## src/rtl/sympair_pkg.sv

```systemverilog
package sympair_pkg;
  localparam logic [2:0] LS_DATA   = 3'd0;
  localparam logic [2:0] LS_IDLE   = 3'd1;
  localparam logic [2:0] LS_MASTER = 3'd2;
  localparam logic [2:0] LS_HALT   = 3'd3;
  localparam logic [2:0] LS_QUIET  = 3'd4;
  localparam logic [2:0] LS_USER   = 3'd5;

  localparam logic [4:0] CODE_Q = 5'b00000;
  localparam logic [4:0] CODE_I = 5'b11111;
  localparam logic [4:0] CODE_H = 5'b00100;
  localparam logic [4:0] CODE_J = 5'b11000;
  localparam logic [4:0] CODE_K = 5'b10001;
  localparam logic [4:0] CODE_T = 5'b01101;
  localparam logic [4:0] CODE_R = 5'b00111;
  localparam logic [4:0] CODE_S = 5'b11001;
endpackage

```

## src/rtl/sympair_sym_map.sv

```systemverilog
module sympair_sym_map
  import sympair_pkg::*;
#(
  parameter int SYM_W  = 4,
  parameter int CODE_W = 5
) (
  input  logic              is_ctl,
  input  logic [SYM_W-1:0]  nib,
  output logic [CODE_W-1:0] code,
  output logic              legal
);
  always_comb begin
    legal = 1'b1;
    code  = CODE_H;
    if (!is_ctl) begin
      case (nib)
        4'h0: code = 5'b11110;
        4'h1: code = 5'b01001;
        4'h2: code = 5'b10100;
        4'h3: code = 5'b10101;
        4'h4: code = 5'b01010;
        4'h5: code = 5'b01011;
        4'h6: code = 5'b01110;
        4'h7: code = 5'b01111;
        4'h8: code = 5'b10010;
        4'h9: code = 5'b10011;
        4'hA: code = 5'b10110;
        4'hB: code = 5'b10111;
        4'hC: code = 5'b11010;
        4'hD: code = 5'b11011;
        4'hE: code = 5'b11100;
        default: code = 5'b11101;
      endcase
    end else begin
      case (nib)
        4'h0: code = CODE_Q;
        4'h1: code = CODE_I;
        4'h2: code = CODE_H;
        4'h3: code = CODE_J;
        4'h4: code = CODE_K;
        4'h5: code = CODE_T;
        4'h6: code = CODE_R;
        4'h7: code = CODE_S;
        default: begin
          code  = CODE_H;
          legal = 1'b0;
        end
      endcase
    end
  end
endmodule

```

## src/rtl/sympair_pair_sel.sv

```systemverilog
module sympair_pair_sel
  import sympair_pkg::*;
#(
  parameter int CODE_W = 5,
  localparam int PAIR_W = 2 * CODE_W
) (
  input  logic [2:0]        mode,
  input  logic              par_ok,
  input  logic              legal_hi,
  input  logic              legal_lo,
  input  logic [CODE_W-1:0] code_hi,
  input  logic [CODE_W-1:0] code_lo,
  input  logic [PAIR_W-1:0] usr_code,
  output logic [PAIR_W-1:0] word
);
  logic bad_byte;

  always_comb begin
    bad_byte = !par_ok || !legal_hi || !legal_lo;
    case (mode)
      LS_DATA:   word = bad_byte ? {CODE_H, CODE_H} : {code_hi, code_lo};
      LS_IDLE:   word = {CODE_I, CODE_I};
      LS_MASTER: word = {CODE_H, CODE_Q};
      LS_HALT:   word = {CODE_H, CODE_H};
      LS_USER:   word = usr_code;
      default:   word = {CODE_Q, CODE_Q};
    endcase
  end
endmodule

```

## src/rtl/sympair_serializer.sv

```systemverilog
module sympair_serializer #(
  parameter int PAIR_W = 10,
  localparam int CNT_W = $clog2(PAIR_W),
  localparam logic [CNT_W-1:0] LAST = CNT_W'(PAIR_W - 1),
  localparam logic [CNT_W-1:0] PRE  = CNT_W'(PAIR_W - 2)
) (
  input  logic              clk,
  input  logic              rst,
  input  logic [PAIR_W-1:0] word,
  input  logic              nrzi_en,
  output logic              take,
  output logic              line
);
  logic [CNT_W-1:0]  cnt;
  logic [PAIR_W-1:0] sh;

  always_ff @(posedge clk) begin
    if (rst) begin
      cnt  <= '0;
      sh   <= '0;
      line <= 1'b0;
      take <= 1'b0;
    end else begin
      line <= nrzi_en ? (line ^ sh[PAIR_W-1]) : sh[PAIR_W-1];
      take <= (cnt == PRE);
      if (cnt == LAST) begin
        cnt <= '0;
        sh  <= word;
      end else begin
        cnt <= cnt + 1'b1;
        sh  <= {sh[PAIR_W-2:0], 1'b0};
      end
    end
  end
endmodule

```

## src/rtl/sympair_tx_enc.sv

```systemverilog
module sympair_tx_enc #(
  parameter int SYM_W  = 4,
  parameter int CODE_W = 5,
  localparam int PAIR_W = 2 * CODE_W
) (
  input  logic              clk,
  input  logic              rst,
  input  logic              rq_par,
  input  logic              rq_ctl,
  input  logic [SYM_W-1:0]  rq_hi,
  input  logic [SYM_W-1:0]  rq_lo,
  input  logic [2:0]        ls_mode,
  input  logic [PAIR_W-1:0] usr_code,
  input  logic              nrzi_en,
  output logic              byte_take,
  output logic              line_out
);
  logic [SYM_W-1:0]  nibs  [2];
  logic [CODE_W-1:0] codes [2];
  logic [1:0]        legal;
  logic [PAIR_W-1:0] enc_word;
  logic              par_ok;

  assign nibs[0] = rq_hi;
  assign nibs[1] = rq_lo;
  assign par_ok  = ^{rq_par, rq_ctl, rq_hi, rq_lo};

  for (genvar g = 0; g < 2; g++) begin : g_sym
    sympair_sym_map #(.SYM_W(SYM_W), .CODE_W(CODE_W)) u_map (
      .is_ctl(rq_ctl),
      .nib   (nibs[g]),
      .code  (codes[g]),
      .legal (legal[g])
    );
  end

  sympair_pair_sel #(.CODE_W(CODE_W)) u_sel (
    .mode    (ls_mode),
    .par_ok  (par_ok),
    .legal_hi(legal[0]),
    .legal_lo(legal[1]),
    .code_hi (codes[0]),
    .code_lo (codes[1]),
    .usr_code(usr_code),
    .word    (enc_word)
  );

  sympair_serializer #(.PAIR_W(PAIR_W)) u_ser (
    .clk    (clk),
    .rst    (rst),
    .word   (enc_word),
    .nrzi_en(nrzi_en),
    .take   (byte_take),
    .line   (line_out)
  );
endmodule

```

## config.mk

```make
export PLATFORM = sky130hd
export DESIGN_NAME = sympair_tx_enc
export DESIGN_NICKNAME = d
export VERILOG_FILES = /design/src/rtl/sympair_pkg.sv /design/src/rtl/sympair_sym_map.sv /design/src/rtl/sympair_pair_sel.sv /design/src/rtl/sympair_serializer.sv /design/src/rtl/sympair_tx_enc.sv
export SDC_FILE = /design/constraint.sdc
export NUM_CORES = 1
export LEC_CHECK = 0
export BUFFER_PORTS_ARGS = -buffer_cell sky130_fd_sc_hd__buf_2
export CAP_MARGIN = 0
export CORE_MARGIN = 1
export CORE_UTILIZATION = 45
export DETAILED_ROUTE_END_ITERATION = 10
export HOLD_SLACK_MARGIN = 0.06
export PLACE_DENSITY = 0.68
export SKIP_CTS_REPAIR_TIMING = 1
export SYNTH_ARGS = -nofsm -noshare
export SYNTH_HDL_FRONTEND = slang
export SYNTH_HIERARCHICAL = 1
export SYNTH_SLANG_ARGS = --single-unit
```

## constraint.sdc

```tcl
create_clock -name clk -period 2.3 [get_ports clk]
set_clock_uncertainty 0.15 [all_clocks]
set_input_delay 0.23 -clock clk [delete_from_list [all_inputs] [get_ports clk]]
set_output_delay 0.23 -clock clk [all_outputs]
set_load 0.1 [all_outputs]
```

==> results.sh <==
export IMPL_syn_num_nets=192
export IMPL_status="finished clean"
export IMPL_postRouteAntennaNets=0
export IMPL_grt_max_degree=22
export IMPL_n_fill_cell=268
export IMPL_ys_warn_count=6
export IMPL_timing_fmax_ghz=0.504
export IMPL_finalSetupViolations=0
export IMPL_synth_cells=163
export IMPL_slew_headroom_pct=65.5
export IMPL_first_global_vias=1097
export IMPL_worstSetupStartpoint="rq_hi[3]"
export IMPL_hold_worst_slack_ps=131
export IMPL_cts_htree_levels=1
export IMPL_holdPathStages=4
export IMPL_synth_cell_types=48
export IMPL_grt_pass1_wl_um=4650
export IMPL_die_y_um=56.2
export IMPL_cap_violations=0
export IMPL_grt_use_total_pct=17.8
export IMPL_tns_ps=0
export IMPL_critPathMaxFanout=7
export IMPL_clock_tree_buffer_depth=2
export IMPL_peakVddDrop_v=0.000620
export IMPL_ys_flop_type="dfxtp_1"
export IMPL_insertion_delay_ps=280
export IMPL_drive_gt1_share_pct=27.9
export IMPL_drt_iter0_drc=55
export IMPL_antenna_found_initial=0
export IMPL_place_congestion=0.692
export IMPL_yosysTopAreaCellShare_pct=24.2
export IMPL_worstMarginPinSlew_ps=517
export IMPL_r2r_start="u_ser/cnt[0]"
export IMPL_r2r_cells=4
export IMPL_worstHoldPathType="in2reg"
export IMPL_num_antenna_cells=0
export IMPL_synth_top_cell_by_area="dfxtp_1"
export IMPL_fp_row_count=19
export IMPL_min_from="nrzi_en"
export IMPL_syn_area_um2=1320
export IMPL_p_per_area_nw_per_um2=442
export IMPL_slew_viol_final=0
export IMPL_overflow=0
export IMPL_synth_seq_cells=16
export IMPL_cts_clk_slew_worst_paths_ps=90
export IMPL_drc=0
export IMPL_end_kind="flip-flop"
export IMPL_totalWireLength_um=2640
export IMPL_via_count=1198
export IMPL_async_reset_ff_share_pct=0
export IMPL_start_util_pct=47.6
export IMPL_p_leak_nw=0.598
export IMPL_place_port_buffers=27
export IMPL_multi_input_area_um2=912
export IMPL_cts_root_buffer="clkbuf_4"
export IMPL_seqCellArea_um2=320
export IMPL_clock_sinks=16
export IMPL_dp_hpwl_um=2070
export IMPL_min_period_ps=1980
export IMPL_avgSynthCellArea_um2=8.12
export IMPL_cp_start_kind="input port"
export IMPL_io_pins=28
export IMPL_seq_area_frac_synth_pct=24.2
export IMPL_viasPerCell=5.42
export IMPL_crit_type="in2reg"
export IMPL_synth_edff_count=0
export IMPL_synthTopCellsByArea="dfxtp_1, nand2_1, a21oi_2"
export IMPL_core_area_um2=2780
export IMPL_crit_arrival_ps=2050
export IMPL_fp_dieW_um=56.2
export IMPL_syn_to_final_growth_pct=13.5
export IMPL_cts_tree="done"
export IMPL_routedWlPerCell_um=12.0
export IMPL_cts_buffers=3
export IMPL_final_nets=220
export IMPL_fin_crit_sh_pct=86.3
export IMPL_drtPass1Iterations=4
export IMPL_dieArea_um2=3160
export IMPL_required_ps=2370
export IMPL_grt_setup_unrepaired="false"
export IMPL_finalHoldViolCount=0
## cell families after synthesis
group / synth area share, %
simple gates: 33.0
compound gates: 25.5
flops: 24.2
buf+inv: 6.90
xor+xnor: 7.56
fa+ha+maj: 2.84
## power breakdown
group / leakage [nW] / switching (W) / internal [W] / total (W)
Combinational: 0.447 / 0.000101 / 0.0000959 / 0.000197
Sequential: 0.129 / 0.00000492 / 0.000281 / 0.000286
Clock: 0.0210 / 0.0000843 / 0.0000963 / 0.000181
Total: 0.598 / 0.000190 / 0.000474 / 0.000664
## Yosys cell counts (2+ instances only)
library cell	n
nand2_1	24
dfxtp_1	16
a21oi_1	11
a21oi_2	8
a22o_1	8
nand2b_1	8
inv_1	6
o21ai_0	6
xnor2_1	6
nand3_1	5
nor2_1	5
nor3_1	5
buf_2	4
nor2b_1	4
o2bb2ai_1	4
or2b_1	4
buf_6	3
ha_1	3
o21a_1	3
buf_4	2
## area by class of cell
| class | instances | share of cell area [%] |
|---|---|---|
| clock buffers | 4 | 2.41 |
| inverters | 6 | 1.50 |
| multi-input cells | 132 | 60.7 |
| flip-flops and latches | 16 | 21.3 |
| well taps | 31 | 2.58 |
| repair buffers | 32 | 11.5 |
## layer usage
layer	share of wire [%]	wire length, µm	global-route usage (%)	vias to the layer above
met5	0	0	0	-
met4	0	0	2.09	0
met2	48	1280	29.6	21
met1	48	1280	24.4	547
met3	3.3	86	3.72	0
li1	-	-	-	630
## worst paths after layout
check	endpoint	slack [ps]
setup / recovery	u_ser/sh[5]	320
hold / removal	u_ser/line	130
setup reg to reg	u_ser/sh[9]	690
hold reg to reg	u_ser/sh[8]	300
## sequential cells by signal, summed over array words and instances (netlist names)
signal      cells
u_ser/take      1
u_ser/cnt       4
u_ser/sh       10
u_ser/line      1
## metrics by stage
step,util (%),power [W],instance area (µm²),setup WS (ps),cells
floorplan,-,0.000434,1320,349,163
global placement,52.7,0.000484,1470,71.5,217
detailed placement,52.7,0.000490,1470,9.26,217
CTS,54.0,0.000668,1500,305,221
global route,54.0,0.000709,1500,133,221
finish,54.0,0.000664,1500,316,221
## critical path, cell delays in order
cell and delay [ps]:
buf_2 110, xnor2_1 150, xnor3_1 420, xnor2_1 200
nand3_1 180, nor4_4 350, a22o_1 220, nand2_1 60
a21oi_2 130
## placed cells by master (no fill, tap or decap), types with 3 or more instances in the layout
| master | n |
|---|---|
| clkbuf_4 | 3 |
| a21oi_2 | 8 |
| nor3_1 | 5 |
| nand2_1 | 24 |
| xnor2_1 | 6 |
| nor2b_1 | 4 |
| or2b_1 | 4 |
| a21oi_1 | 11 |
| a22o_1 | 8 |
| o21a_1 | 3 |
| o2bb2ai_1 | 4 |
| nand3_1 | 5 |
| nand2b_1 | 8 |
| dfxtp_1 | 16 |
| ha_1 | 3 |
| nor2_1 | 5 |
| inv_1 | 6 |
| o21ai_0 | 6 |
| buf_4 | 5 |
| buf_2 | 27 |
Power figures use the tool's default switching activity.
